===== config.mk =====
export PLATFORM = sky130hd
export DESIGN_NAME = dma_ctl_regs
export DESIGN_NICKNAME = d
export VERILOG_FILES = /design/src/rtl/dma_ctl_pkg.sv /design/src/rtl/dma_proc_fsm.sv /design/src/rtl/dma_base_regs.sv /design/src/rtl/dma_ctl_regs.sv
export SDC_FILE = /design/constraint.sdc
export NUM_CORES = 1
export LEC_CHECK = 0
export CORE_MARGIN = 2
export CORE_UTILIZATION = 45
export CTS_CLUSTER_DIAMETER = 120
export DETAILED_ROUTE_END_ITERATION = 16
export PLACE_DENSITY = 0.87
export SYNTH_ARGS = -nofsm -noshare
export SYNTH_HDL_FRONTEND = slang
export SYNTH_SLANG_ARGS = --single-unit

===== constraint.sdc =====
create_clock -name clk -period 3.5 [get_ports clk]
set_input_delay 0.35 -clock clk [delete_from_list [all_inputs] [get_ports clk]]
set_output_delay 0.35 -clock clk [all_outputs]
set_load 0.01 [all_outputs]

===== src/rtl/dma_ctl_pkg.sv =====
package dma_ctl_pkg;

    // Process state codes seen on the state outputs.
    typedef enum logic [1:0] {
        PROC_STOPPED   = 2'd0,
        PROC_RUNNING   = 2'd1,
        PROC_SUSPENDED = 2'd2
    } proc_state_e;

endpackage


===== src/rtl/dma_proc_fsm.sv =====
module dma_proc_fsm
    import dma_ctl_pkg::*;
#(
    parameter bit KICK_RESUME = 1'b0   // 1: leave suspended on kick+avail, 0: on start
) (
    input  logic        clk,
    input  logic        rst_n,
    input  logic        start_i,
    input  logic        stop_i,
    input  logic        empty_i,
    input  logic        kick_i,
    input  logic        avail_i,
    output proc_state_e state_o,
    output logic        resume_o
);

    typedef struct packed {
        proc_state_e state;
        logic        resume;
    } fsm_t;

    fsm_t fsm_q, fsm_d;
    logic wake;

    generate
        if (KICK_RESUME) begin : g_kick
            assign wake = kick_i && avail_i;
        end else begin : g_start
            logic unused_kick;
            assign unused_kick = kick_i ^ avail_i;
            assign wake = start_i;
        end
    endgenerate

    always_comb begin
        fsm_d        = fsm_q;
        fsm_d.resume = 1'b0;
        if (stop_i) begin
            fsm_d.state = PROC_STOPPED;
        end else begin
            unique case (fsm_q.state)
                PROC_STOPPED: begin
                    if (start_i) fsm_d.state = PROC_RUNNING;
                end
                PROC_RUNNING: begin
                    if (empty_i) fsm_d.state = PROC_SUSPENDED;
                end
                PROC_SUSPENDED: begin
                    if (wake) begin
                        fsm_d.state  = PROC_RUNNING;
                        fsm_d.resume = 1'b1;
                    end
                end
                default: fsm_d.state = PROC_STOPPED;
            endcase
        end
    end

    always_ff @(posedge clk or negedge rst_n) begin
        if (!rst_n) begin
            fsm_q.state  <= PROC_STOPPED;
            fsm_q.resume <= 1'b0;
        end else begin
            fsm_q <= fsm_d;
        end
    end

    assign state_o  = fsm_q.state;
    assign resume_o = fsm_q.resume;

    // Stop request wins over everything (also covers the transmit side, R9).
    assert_stop_wins_R5: assert property (@(posedge clk) disable iff (!rst_n)
        stop_i |=> state_o == PROC_STOPPED);

    // A resume pulse only follows a suspended-to-running move.
    assert_resume_origin_R6: assert property (@(posedge clk) disable iff (!rst_n)
        resume_o |-> (state_o == PROC_RUNNING && $past(state_o) == PROC_SUSPENDED));

    generate
        if (KICK_RESUME) begin : g_kick_chk
            assert_dry_kick_R7: assert property (@(posedge clk) disable iff (!rst_n)
                (state_o == PROC_SUSPENDED && kick_i && !avail_i && !stop_i)
                |=> (state_o == PROC_SUSPENDED && !resume_o));

            assert_kick_ignored_R8: assert property (@(posedge clk) disable iff (!rst_n)
                (kick_i && state_o != PROC_SUSPENDED && !stop_i && !start_i && !empty_i)
                |=> (state_o == $past(state_o) && !resume_o));
        end
    endgenerate

endmodule


===== src/rtl/dma_base_regs.sv =====
module dma_base_regs
    import dma_ctl_pkg::*;
#(
    parameter int unsigned              ADDR_W      = 8,
    parameter int unsigned              DATA_W      = 32,
    parameter int unsigned              ALIGN_BITS  = 2,
    parameter logic [ADDR_W-1:0]        CMD_OFS     = 8'h0C,
    parameter logic [ADDR_W-1:0]        TX_BASE_OFS = 8'h10,
    parameter logic [ADDR_W-1:0]        RX_BASE_OFS = 8'h14
) (
    input  logic              clk,
    input  logic              rst_n,
    input  logic [ADDR_W-1:0] addr_i,
    input  logic              wr_en_i,
    input  logic [DATA_W-1:0] wdata_i,
    input  proc_state_e       tx_state_i,
    input  proc_state_e       rx_state_i,
    output logic [DATA_W-1:0] rdata_o,
    output logic [DATA_W-1:0] tx_base_o,
    output logic [DATA_W-1:0] rx_base_o,
    output logic              reject_o,
    output logic              kick_o
);

    localparam int unsigned       LISTS      = 2;
    localparam logic [DATA_W-1:0] ALIGN_MASK = {{(DATA_W-ALIGN_BITS){1'b1}}, {ALIGN_BITS{1'b0}}};

    typedef struct packed {
        logic [LISTS-1:0][DATA_W-1:0] base;
        logic                         reject;
    } regs_t;

    regs_t regs_q, regs_d;
    logic [LISTS-1:0] slot_hit;
    logic [LISTS-1:0] slot_open;

    // Slot 0 is the transmit list, slot 1 the receive list.
    generate
        for (genvar i = 0; i < LISTS; i++) begin : g_slot
            localparam logic [ADDR_W-1:0] SLOT_OFS = (i == 0) ? TX_BASE_OFS : RX_BASE_OFS;
            assign slot_hit[i]  = wr_en_i && (addr_i == SLOT_OFS);
            assign slot_open[i] = ((i == 0) ? tx_state_i : rx_state_i) == PROC_STOPPED;
        end
    endgenerate

    always_comb begin
        regs_d        = regs_q;
        regs_d.reject = 1'b0;
        for (int i = 0; i < LISTS; i++) begin
            if (slot_hit[i]) begin
                if (slot_open[i]) regs_d.base[i] = wdata_i & ALIGN_MASK;
                else              regs_d.reject  = 1'b1;
            end
        end
    end

    always_ff @(posedge clk or negedge rst_n) begin
        if (!rst_n) begin
            regs_q <= '0;
        end else begin
            regs_q <= regs_d;
        end
    end

    // Read mux: command, reserved and unmapped offsets all return zero.
    always_comb begin
        rdata_o = '0;
        if (addr_i == TX_BASE_OFS)      rdata_o = regs_q.base[0];
        else if (addr_i == RX_BASE_OFS) rdata_o = regs_q.base[1];
    end

    assign tx_base_o = regs_q.base[0];
    assign rx_base_o = regs_q.base[1];
    assign reject_o  = regs_q.reject;
    assign kick_o    = wr_en_i && (addr_i == CMD_OFS);

    assert_tx_open_write_R2: assert property (@(posedge clk) disable iff (!rst_n)
        (wr_en_i && addr_i == TX_BASE_OFS && tx_state_i == PROC_STOPPED)
        |=> (tx_base_o == ($past(wdata_i) & ALIGN_MASK) && !reject_o));

    assert_rx_open_write_R2: assert property (@(posedge clk) disable iff (!rst_n)
        (wr_en_i && addr_i == RX_BASE_OFS && rx_state_i == PROC_STOPPED)
        |=> (rx_base_o == ($past(wdata_i) & ALIGN_MASK) && !reject_o));

    assert_tx_locked_write_R3: assert property (@(posedge clk) disable iff (!rst_n)
        (wr_en_i && addr_i == TX_BASE_OFS && tx_state_i != PROC_STOPPED)
        |=> ($stable(tx_base_o) && reject_o));

    assert_rx_locked_write_R3: assert property (@(posedge clk) disable iff (!rst_n)
        (wr_en_i && addr_i == RX_BASE_OFS && rx_state_i != PROC_STOPPED)
        |=> ($stable(rx_base_o) && reject_o));

    assert_reject_source_R3: assert property (@(posedge clk) disable iff (!rst_n)
        reject_o |-> $past(wr_en_i));

endmodule


===== src/rtl/dma_ctl_regs.sv =====
module dma_ctl_regs
    import dma_ctl_pkg::*;
#(
    parameter int unsigned       ADDR_W      = 8,
    parameter int unsigned       DATA_W      = 32,
    parameter int unsigned       ALIGN_BITS  = 2,
    parameter logic [ADDR_W-1:0] CMD_OFS     = 8'h0C,
    parameter logic [ADDR_W-1:0] TX_BASE_OFS = 8'h10,
    parameter logic [ADDR_W-1:0] RX_BASE_OFS = 8'h14
) (
    input  logic              clk,
    input  logic              rst_n,
    input  logic [ADDR_W-1:0] reg_addr,
    input  logic              reg_wr_en,
    input  logic [DATA_W-1:0] reg_wdata,
    output logic [DATA_W-1:0] reg_rdata,
    input  logic              tx_start,
    input  logic              tx_stop,
    input  logic              tx_desc_empty,
    input  logic              rx_start,
    input  logic              rx_stop,
    input  logic              rx_desc_empty,
    input  logic              rx_desc_avail,
    output logic [1:0]        tx_state,
    output logic [1:0]        rx_state,
    output logic              tx_resume,
    output logic              rx_resume,
    output logic [DATA_W-1:0] tx_base_addr,
    output logic [DATA_W-1:0] rx_base_addr,
    output logic              base_wr_reject
);

    proc_state_e tx_state_w, rx_state_w;
    logic        rx_kick;

    dma_base_regs #(
        .ADDR_W      (ADDR_W),
        .DATA_W      (DATA_W),
        .ALIGN_BITS  (ALIGN_BITS),
        .CMD_OFS     (CMD_OFS),
        .TX_BASE_OFS (TX_BASE_OFS),
        .RX_BASE_OFS (RX_BASE_OFS)
    ) u_regs (
        .clk        (clk),
        .rst_n      (rst_n),
        .addr_i     (reg_addr),
        .wr_en_i    (reg_wr_en),
        .wdata_i    (reg_wdata),
        .tx_state_i (tx_state_w),
        .rx_state_i (rx_state_w),
        .rdata_o    (reg_rdata),
        .tx_base_o  (tx_base_addr),
        .rx_base_o  (rx_base_addr),
        .reject_o   (base_wr_reject),
        .kick_o     (rx_kick)
    );

    dma_proc_fsm #(.KICK_RESUME(1'b0)) u_tx_fsm (
        .clk      (clk),
        .rst_n    (rst_n),
        .start_i  (tx_start),
        .stop_i   (tx_stop),
        .empty_i  (tx_desc_empty),
        .kick_i   (1'b0),
        .avail_i  (1'b0),
        .state_o  (tx_state_w),
        .resume_o (tx_resume)
    );

    dma_proc_fsm #(.KICK_RESUME(1'b1)) u_rx_fsm (
        .clk      (clk),
        .rst_n    (rst_n),
        .start_i  (rx_start),
        .stop_i   (rx_stop),
        .empty_i  (rx_desc_empty),
        .kick_i   (rx_kick),
        .avail_i  (rx_desc_avail),
        .state_o  (rx_state_w),
        .resume_o (rx_resume)
    );

    assign tx_state = tx_state_w;
    assign rx_state = rx_state_w;

endmodule


== Word level (Yosys, flattened, before mapping) ==
Cells that the tools add are included.

* Shifts and indexed selects: 0
* Equality and inequality tests: 13
* Bitwise operators: 0
* Muxes and demuxes: 20
* $lt $le $gt $ge: 0
* Multiply operators: 0
* Div/mod/pow operators: 0
* Add/sub/neg operators: 0
* Reductions and logical operators: 10

{| class="wikitable"
|+ Operator list
! operator !! count
|-
| 32-bit 2-to-1 mux || 2
|-
| 8-bit by 5-bit == test with 1-bit output, second input constant || 2
|-
| 3-bit != test, second input constant || 5
|-
| 2-bit 2-to-1 mux || 6
|-
| 2-bit one-hot mux with 3 select lines || 2
|-
| 8-bit by 4-bit == test with 1-bit output, second input constant || 1
|-
| 1-bit 2-to-1 mux || 8
|-
| 3-bit 2-to-1 mux || 2
|-
| 3-bit AND reduction || 2
|-
| 2-bit by 1-bit == test with 1-bit output, second input constant || 2
|-
| 2-bit == test, second input constant || 2
|-
| 1-bit logical AND || 4
|-
| 2-bit logical NOT || 2
|-
| 2-bit AND reduction || 2
|-
| 3-bit by 2-bit != test with 1-bit output, second input constant || 1
|}

* ROM bits: 0
* Memories kept: 0
* RAM bits: 0
* Bits in latches: 0
* Flip-flop bits (word level): 67

== Logic depth before layout (Yosys ltp) ==
Gate-level depths: netlist of the first run.

* Word-level depth: 6
* Depth in mapped cells: 5

== Hierarchy ==
Synthesis of the first run repeated with hierarchy kept, for this count alone.

* Cell total of the unflattened synthesis: 243
* Area total of the unflattened synthesis: 3036.7 µm²

{| class="wikitable"
|+ By module, submodules not included
! module !! area each (µm²) !! seq. area each (µm²) !! instances !! cells each
|-
| dma_base_regs || 2768.9 || 1526.5 || 1 || 218
|-
| dma_proc_fsm (u_rx_fsm) || 135.1 || 75.1 || 1 || 14
|-
| dma_proc_fsm (u_tx_fsm) || 128.9 || 75.1 || 1 || 10
|-
| dma_ctl_regs || 3.8 || 0.0 || 1 || 1
|}

== Worst setup path before layout of the first run ==
Ideal clock, no wire load.

* Kind: input-to-output
* Start point: in reg_addr[7]
* End point: out reg_rdata[10]
* Setup slack: 1688 ps
* Buffers on the path: 2
* Data arrival time: 1462 ps
* Cell stages on the path: 5
* Cell sequence: or3_4 or2_2 buf_2 buf_6 nor2_1

* Cells in the longest elaborated chain, start to end: 3
* Elaborated cells between the ends (all ways): 4
* Those cells by class: eq/ne (2); mux (2)

{| class="wikitable"
|+ Ends and longest elaborated chain
! element !! line !! source
|-
| start: declaration || dma_ctl_regs.sv:13 || <nowiki>input logic [ADDR_W-1:0] reg_addr,</nowiki>
|-
| 8-bit by 5-bit == test with 1-bit output || dma_base_regs.sv:69 || <nowiki>else if (addr_i == RX_BASE_OFS) rdata_o = regs_q.base[1];</nowiki>
|-
| 32-bit 2-to-1 mux || dma_base_regs.sv:69 ||
|-
| 32-bit 2-to-1 mux (*) || dma_base_regs.sv:68 || <nowiki>if (addr_i == TX_BASE_OFS) rdata_o = regs_q.base[0];</nowiki>
|-
| end: declaration || dma_ctl_regs.sv:16 || <nowiki>output logic [DATA_W-1:0] reg_rdata,</nowiki>
|}

Every way passes the cells marked *; elsewhere a longest branch is shown, timed or not.

== Worst setup path after layout of the first run ==
* Start point: in reg_addr[7]
* End point: out reg_rdata[21]

Same word-level chain as after synthesis.

==> impl_metrics.ini, run 1 <==
[clock_network]
clkLatencyLatePin_ns = 0.33
h-tree-depth = 3
cts_sinks = 67
postCtsSetupBuffers = 0
root_buffer = clkbuf_8
cts.path.max_buffers = 2
cts_buffers = 9
ctsHoldBuffers = 0
cts_tree = built
clk_pin_slew_ns = 0.08
post_cts_resized = 0

[logic_synthesis]
yosys.area.top_type = dfrtp_1
synth-seq-cells = 67
ys.flop_type = dfrtp_1
synthTopCellsByCount = dfrtp_1 (67), mux2_4 (36), nor2_1 (33), a22oi_1 (30), mux2_2 (24)
yosys.area.top_type_share = 0.511
syn_inst = 240
netlist_area_um2 = 3280
synth_edf_count = 0
yosys.area_share.simple = 0.0907
netlist-cell-type-count = 33
yosys_warnings = 0
synth_fa_ha_area_frac = 0
synthTopCellsByArea = dfrtp_1 (51%), mux2_4 (16%), mux2_2 (8.2%), a22oi_1 (6.9%), nor2_1 (3.8%)
muxShareOfSynthArea = 0.253
yosysSeqAreaShare = 0.511
synth-compound-area-share = 0.0808
synthXorXnorAreaFrac = 0
avgSynthCellArea_um2 = 13.7
synth.most_common_cell = dfrtp_1
synth_top_family_by_area = multiplexers
async_reset_ff_frac = 1.00

[critical_path]
crit_slowest_cell = or2_2
r2r-end = u_regs.tx_base_o[14]
cp.arrival_ns = 2.57
reg2reg_depth = 3
cp-end-kind = output port
regToRegStartpoint = u_tx_fsm.state_o[0]
slowest_delay_ns = 0.58
path_buf_inv = 2
startpoint_type = input port
cp_top_family = simple AND/OR/NAND/NOR gates
r2r_slack_ns = 1.37
cp_common_cell = clkdlybuf4s50_1
worstPathMaxFanout = 31
cp.required_ns = 3.15
path_cells = clkdlybuf4s50_1 > or3_4 > or2_2 > nor2_1 > clkdlybuf4s50_1
worstSetupPathType = in -> out

[drt]
wl_per_cell_um = 16.6
drt_iter0_drc = 62
dr_total_vias = 2477
wl_met1_um = 3590
dr_wl_met3_um = 471
ant_nets = 0
wirelength_um = 8050
first_pass_iters = 4
highest_layer = met4
post_drt_via_cell_ratio = 5.11
route.detailed.drc = 0
wl_met2_um = 3930

[placement]
port_buffers = 144
dpl_cell_area_um2 = 4690
dpl.hpwl_um = 5520
gp_congestion = 0.774

[sta]
fin_skew_ns = 0.0115
timing.final.crit_period_ns = 2.92
worst_pin_slew_ns = 0.732
hold_viol = 0
slew_headroom = 0.512
finalSetupTns_ns = 0
grt_setup_unrepaired = no
final_max_slew_viol_count = 0
period_share = 0.834
fmax_mhz = 343
setup_viol = 0

[floorplan]
die-area_um2 = 7990
rows = 31
fp.dieW_um = 89.4
pin_count = 153
die_h_um = 89.4
start_util = 0.457
coreArea_um2 = 7180

[grt]
grt_usage = 0.201
grt_pass1_vias = 2479
grt_overflow = 0
grt_max_degree = 35
antenna_found_initial = 0
grt_pass1_wl_um = 12300

[final_layout]
fillCellCount = 516
syn2layout_area_growth_pct = 49.4
final_area_um2 = 4900
final_core_util = 0.683
drive_above_1_share = 0.225
n_antenna_cell = 0
num-nets-final = 431

[run_status]
status = finished clean

[pwr]
powerDensity_nw_per_um2 = 350
ir_drop_mv = 0.200
p_leak_nw = 2.08

[worst_hold_path]
hp-class = in -> async

[flow_run]
drv_cap = 0
[cells in the final DEF, fill, tap and decap left out, drive strengths merged, types with 2 or more instances in the layout]
cell type        n
inv              2
conb             6
buf              4
clkinvlp         3
clkdlybuf4s50  143
a22oi           30
nor3             2
clkbuf          11
mux2i            2
mux2            60
nor2            33
o21ai            2
dfrtp           67
nor3b            4
[worst max-delay path by stage]
stage | from | end | slack [ns] | cells past startpoint
CTS | reg_addr[7] | reg_rdata[21] | 0.59 | 5
finish | reg_addr[7] | reg_rdata[21] | 0.58 | 5
global route | reg_addr[7] | reg_rdata[21] | 0.51 | 5
detailed placement | reg_addr[7] | reg_rdata[21] | 0.58 | 5
global placement | reg_addr[6] | reg_rdata[29] | 0.63 | 5
floorplan | reg_addr[7] | reg_rdata[10] | 1.69 | 5
[routing by layer]
layer  global-route usage  vias up
li1                     -     1141
met1                0.271     1233
met2                0.329       96
met3               0.0462        7
met4               0.0543        0
met5                    0        -
[report_power, final]
part	internal (W)	switching, W	leakage (nW)	total, W
clock	0.000369	0.000292	0.0978	0.000661
sequential	0.000804	0.0000277	0.926	0.000831
combinational	0.000138	0.0000859	1.05	0.000224
total	0.00131	0.000405	2.08	0.00172
[metrics by stage]
| step | instances | hold WS [ns] | setup WS [ns] | power, W |
|---|---|---|---|---|
| floorplan | 245 | 0.0544 | 1.69 | 0.000923 |
| global placement | 469 | 0.439 | 0.625 | 0.00106 |
| detailed placement | 469 | 0.447 | 0.580 | 0.00107 |
| CTS | 485 | 0.0920 | 0.588 | 0.00174 |
| global route | 485 | 0.129 | 0.513 | 0.00179 |
| finish | 485 | 0.0862 | 0.581 | 0.00172 |
[flip-flops by register name, summed over array words and instances, names as in the netlist]
signal and cells:
u_rx_fsm.state_o 2, u_regs.rx_base_o 30, u_regs.tx_base_o 30, u_regs.reject_o 1
u_tx_fsm.resume_o 1, u_tx_fsm.state_o 2, u_rx_fsm.resume_o 1
[final cells by class]
cell class / count / area (um2) / area share
well taps: 99 / 124 / 0.0253
multi-input cells: 154 / 1420 / 0.290
repair buffers: 147 / 1460 / 0.298
clock inverters: 5 / 61.3 / 0.0125
inverters: 2 / 7.51 / 0.00153
clock buffers: 11 / 151 / 0.0309
flip-flops and latches: 67 / 1680 / 0.342
[cell families after synthesis]
group | after synthesis
DFF | 67
buffers and inverters | 24
muxes | 62
and+or+nand+nor | 50
other | 1
AOI/OAI and AO/OA | 36
Power figures use the tool's default switching activity.
==> inputs of run 2 (changes only) <==
Settings changed: CORE_UTILIZATION 45 to 41, PLACE_DENSITY 0.87 to 0.8.
Clock period 3.5 ns to 2.7 ns, I/O delays scaled along.
==> run 2 against run 1 <==
Against the previous run:
- non-clock buffer count up 8
- die area up 9.3%
- via count up 1.7%
- critical endpoint is now reg_rdata[30]
==> impl_metrics.ini, run 2 (synthesis results as in run 1) <==
[run_status]
status = finished clean

[drt]
dr_wl_met3_um = 553
dr_total_vias = 2520
drt_iter0_drc = 78
wl_met1_um = 3480
wl_per_cell_um = 16.8
highest_layer = met4
post_drt_via_cell_ratio = 5.08
route.detailed.drc = 0
wl_met2_um = 4170
first_pass_iters = 4
ant_nets = 0
wirelength_um = 8310

[critical_path]
cp-end-kind = output port
crit_slowest_cell = clkdlybuf4s50_1
worstSetupPathType = in -> out
cp_top_family = buffers and inverters
worstPathMaxFanout = 16
startpoint_type = input port
path_cells = clkdlybuf4s50_1 > or3_4 > or2_2 > buf_12 > nor2_1 > clkdlybuf4s50_1
cp_common_cell = clkdlybuf4s50_1
cp.required_ns = 2.43
slowest_delay_ns = 0.57
cp.arrival_ns = 2.33
path_buf_inv = 3

[sta]
slew_headroom = 0.456
fin_skew_ns = 0.00797
worst_pin_slew_ns = 0.815
hold_viol = 0
period_share = 0.964
fmax_mhz = 384
fin_ws_ns = 0.0980
timing.final.crit_period_ns = 2.60
grt_setup_unrepaired = no
final_max_slew_viol_count = 0
setup_viol = 0
finalSetupTns_ns = 0

[clock_network]
cts.path.max_buffers = 2
post_cts_resized = 0
cts_buffers = 9
clkLatencyLatePin_ns = 0.33
ctsHoldBuffers = 0
postCtsSetupBuffers = 0
cts_sinks = 67
clk_pin_slew_ns = 0.07
cts_tree = built
h-tree-depth = 3
root_buffer = clkbuf_8

[pwr]
total_power_w = 0.00225
ir_drop_mv = 0.233
p_leak_nw = 2.16
powerDensity_nw_per_um2 = 447

[final_layout]
num-nets-final = 439
syn2layout_area_growth_pct = 53.6
n_antenna_cell = 0
final_common_cell = clkdlybuf4s50_1
final_cell_mix = clkdlybuf4s50_1 (143), dfrtp_1 (67), mux2_4 (36)
final_core_util = 0.652
final_cells = 496
fillCellCount = 594
drive_above_1_share = 0.241

[grt]
grt_overflow = 0
grt_pass1_wl_um = 13100
grt_usage = 0.194
grt_max_degree = 37
antenna_found_initial = 0
grt_pass1_vias = 2604

[placement]
port_buffers = 144
dpl.hpwl_um = 5960
gp_congestion = 0.720
dpl.cell_count = 480
pre_cts_slack_ns = 0.0801

[floorplan]
die_h_um = 93.5
fp.dieW_um = 93.5
start_util = 0.425
pin_count = 153
die-area_um2 = 8740
coreArea_um2 = 7730
rows = 32

[worst_hold_path]
hp-class = in -> async

[flow_run]
drv_cap = 0
## run 2: cell count changes in the layout (fill, tap and decap cells not counted)
| cell | previous run | this run |
|---|---|---|
| buf_12 | 0 | 6 |
| buf_4 | 3 | 5 |
| clkbuf_8 | 11 | 12 |
| clkinv_2 | 0 | 2 |
| clkinv_4 | 1 | 0 |
| clkinvlp_4 | 3 | 1 |
## run 2: layout make-up
class                   count  area (um2)  share of cell area
flip-flops and latches     67        1680               0.333
repair buffers            155        1590               0.316
multi-input cells         154        1420               0.282
clock buffers              12         165              0.0328
well taps                 102         128              0.0253
clock inverters             4        47.5             0.00943
inverters                   2        7.51             0.00149
## run 2: final timing paths
kind                                            from              endpoint  slack, ns  cells past startpoint
worst max-delay path                     reg_addr[7]         reg_rdata[30]        0.1                      6
worst min-delay path                           rst_n     u_tx_fsm.resume_o       0.02                      1
worst max register to register   u_tx_fsm.state_o[0]  u_regs.tx_base_o[28]       0.81                      4
worst min register to register  u_regs.tx_base_o[19]  u_regs.tx_base_o[19]       0.53                      1
max in group asynchronous                      rst_n  u_regs.rx_base_o[29]       2.01                      2
min in group clk                u_regs.tx_base_o[19]  u_regs.tx_base_o[19]       0.53                      1
## run 2: where the power goes
group          internal (W)  switching [W]  total [W]
combinational      0.000186       0.000114   0.000300
sequential          0.00104      0.0000359    0.00108
clock              0.000499       0.000377   0.000877
total               0.00173       0.000527    0.00225
## run 2: routing by layer
metal / vias to the layer above / GRT usage
met4: 0 / 0.0735
met5: - / 0
met2: 112 / 0.323
met3: 9 / 0.0467
met1: 1248 / 0.243
li1: 1151 / -
## run 2: worst reg2reg max path, stage by stage, from the launching register on
cell	delay, ns
dfrtp_1	0.46
nor3b_1	0.36
nand4bb_4	0.34
buf_12	0.29
mux2_4	0.31
## run 2: metrics by stage
step                hold WS, ns  cell area (um2)
floorplan               -0.0256             3300
global placement          0.401             4830
detailed placement        0.407             4830
CTS                      0.0413             5040
global route             0.0754             5040
finish                   0.0215             5040
==> inputs of run 3 (changes only) <==
Settings changed: CORE_ASPECT_RATIO set to 0.6.
==> run 3 against run 2 <==
Against the previous run:
- power up 17%
- via count shrank 1.2%
- cell area up 1.7%
- first-iteration DRC count up 50%
- non-clock buffer count shrank 2
- wire length up 3.5%
==> impl_metrics.ini, run 3 (synthesis results as in run 1) <==
[grt]
grt_usage = 0.202
grt_overflow = 0
grt_pass1_vias = 2507
antenna_found_initial = 0
grt_max_degree = 37
grt_pass1_wl_um = 13500

[final_layout]
final_core_util = 0.656
final_common_cell = clkdlybuf4s50_1
num-nets-final = 437
final_cells = 500
fillCellCount = 605
final_cell_mix = clkdlybuf4s50_1 (141), dfrtp_1 (67), mux2_4 (36)
syn2layout_area_growth_pct = 56.3
n_antenna_cell = 0
drive_above_1_share = 0.237

[pwr]
p_comb_frac = 0.113
p_seq_frac = 0.411
power.switching_w = 0.000572
p_leak_nw = 2.22
p_int_w = 0.00206
pwr-share-clk = 0.476
switching_share = 0.217
ir_drop_mv = 0.401
powerDensity_nw_per_um2 = 514

[sta]
period_share = 0.971
worst_pin_slew_ns = 0.744
finalSetupTns_ns = 0
timing.final.crit_period_ns = 2.62
final_max_slew_viol_count = 0
grt_setup_unrepaired = no
fin_skew_ns = 0.00669
hold_viol = 0
fmax_mhz = 381
setup_viol = 0
slew_headroom = 0.504

[clock_network]
clkLatencyLatePin_ns = 0.32
cts_buffers = 9
postCtsSetupBuffers = 0
cts_sinks = 67
clk_pin_slew_ns = 0.05
ctsHoldBuffers = 0
cts.path.max_buffers = 2
root_buffer = clkbuf_16
h-tree-depth = 3
cts_tree = built

[critical_path]
cp.arrival_ns = 2.35
worstSetupPathType = in -> out
cp_common_cell = clkdlybuf4s50_1
startpoint_type = input port
path_cells = clkdlybuf4s50_1 > or3_4 > or2_2 > buf_4 > nor2_1 > clkdlybuf4s50_1
slowest_delay_ns = 0.57
cp-end-kind = output port
cp.required_ns = 2.43
crit_slowest_cell = clkdlybuf4s50_1
worstPathMaxFanout = 15

[placement]
port_buffers = 144
gp_congestion = 0.752
dpl.cell_count = 484
dpl.hpwl_um = 6120

[drt]
wirelength_um = 8610
first_pass_iters = 4
route.detailed.drc = 0
dr_total_vias = 2490
post_drt_via_cell_ratio = 4.98
wl_per_cell_um = 17.2
ant_nets = 0
drt_iter0_drc = 117

[floorplan]
start_util = 0.420
coreArea_um2 = 7820
fp.dieW_um = 120
die_h_um = 73.3
pin_count = 153
rows = 25
die-area_um2 = 8760

[worst_hold_path]
hp-class = in -> async

[run_status]
status = finished clean

[flow_run]
drv_cap = 0
-- run 3: layer usage --
metal | track usage | routed length, um | part of all wire
met1 | 0.273 | 4110 | 0.48
met4 | 0.0510 | 42 | 0.0049
met2 | 0.309 | 3740 | 0.43
met5 | 0 | 0 | 0
met3 | 0.0761 | 720 | 0.084
-- run 3: timing repair --
action,CTS,global route
endpoints found under the hold margin,0,0
gates resized for setup,0,2
setup endpoints to repair,0,2
-- run 3: cell type report --
type	instances	area, um2	area share
Inverter	2	7.51	0.00146
Clock inverter	6	88.8	0.0173
Sequential cell	67	1680	0.327
Multi-Input combinational cell	154	1420	0.277
Clock buffer	10	239	0.0466
Timing Repair Buffer	153	1560	0.304
Tap cell	108	135	0.0263
-- run 3: power by group through the flow --
stage / clock [W] / combinational (W) / sequential (W)
6_report: 0.00125 / 0.000299 / 0.00108
5_1_grt: 0.00133 / 0.000321 / 0.00109
4_1_cts: 0.00129 / 0.000303 / 0.00108
3_5_place_dp: 0 / 0.000301 / 0.00110
3_3_place_gp: 0 / 0.000294 / 0.00110
2_1_floorplan: 0 / 0.0000887 / 0.00111
-- run 3: path summary, 6_finish.rpt --
kind / startpoint / end / slack [ns] / depth (start not counted)
max reg2reg: u_rx_fsm.state_o[0] / u_regs.rx_base_o[2] / 0.98 / 4
min in group clk: u_regs.rx_base_o[20] / u_regs.rx_base_o[20] / 0.54 / 1
min: rst_n / u_rx_fsm.resume_o / 0.02 / 1
max: reg_addr[7] / reg_rdata[25] / 0.08 / 6
min reg2reg: u_regs.rx_base_o[20] / u_regs.rx_base_o[20] / 0.54 / 1
max in group asynchronous: rst_n / u_regs.rx_base_o[27] / 2.03 / 2
-- run 3: critical path, delay by kind of cell --
| family | cells | cell delay, ns |
|---|---|---|
| buffers and inverters | 3 | 1.20 |
| and+or+nand+nor | 3 | 0.88 |
-- run 3: stage by stage --
stage / area [um2] / power [W] / setup WS [ns] / hold slack, ns
detailed placement: 4800 / 0.00140 / 0.0779 / 0.375
global placement: 4800 / 0.00139 / 0.117 / 0.366
global route: 5130 / 0.00274 / 0.00653 / 0.0693
CTS: 5120 / 0.00267 / 0.0600 / 0.0389
finish: 5130 / 0.00263 / 0.0773 / 0.0201
floorplan: 3300 / 0.00120 / 1.05 / -0.0256
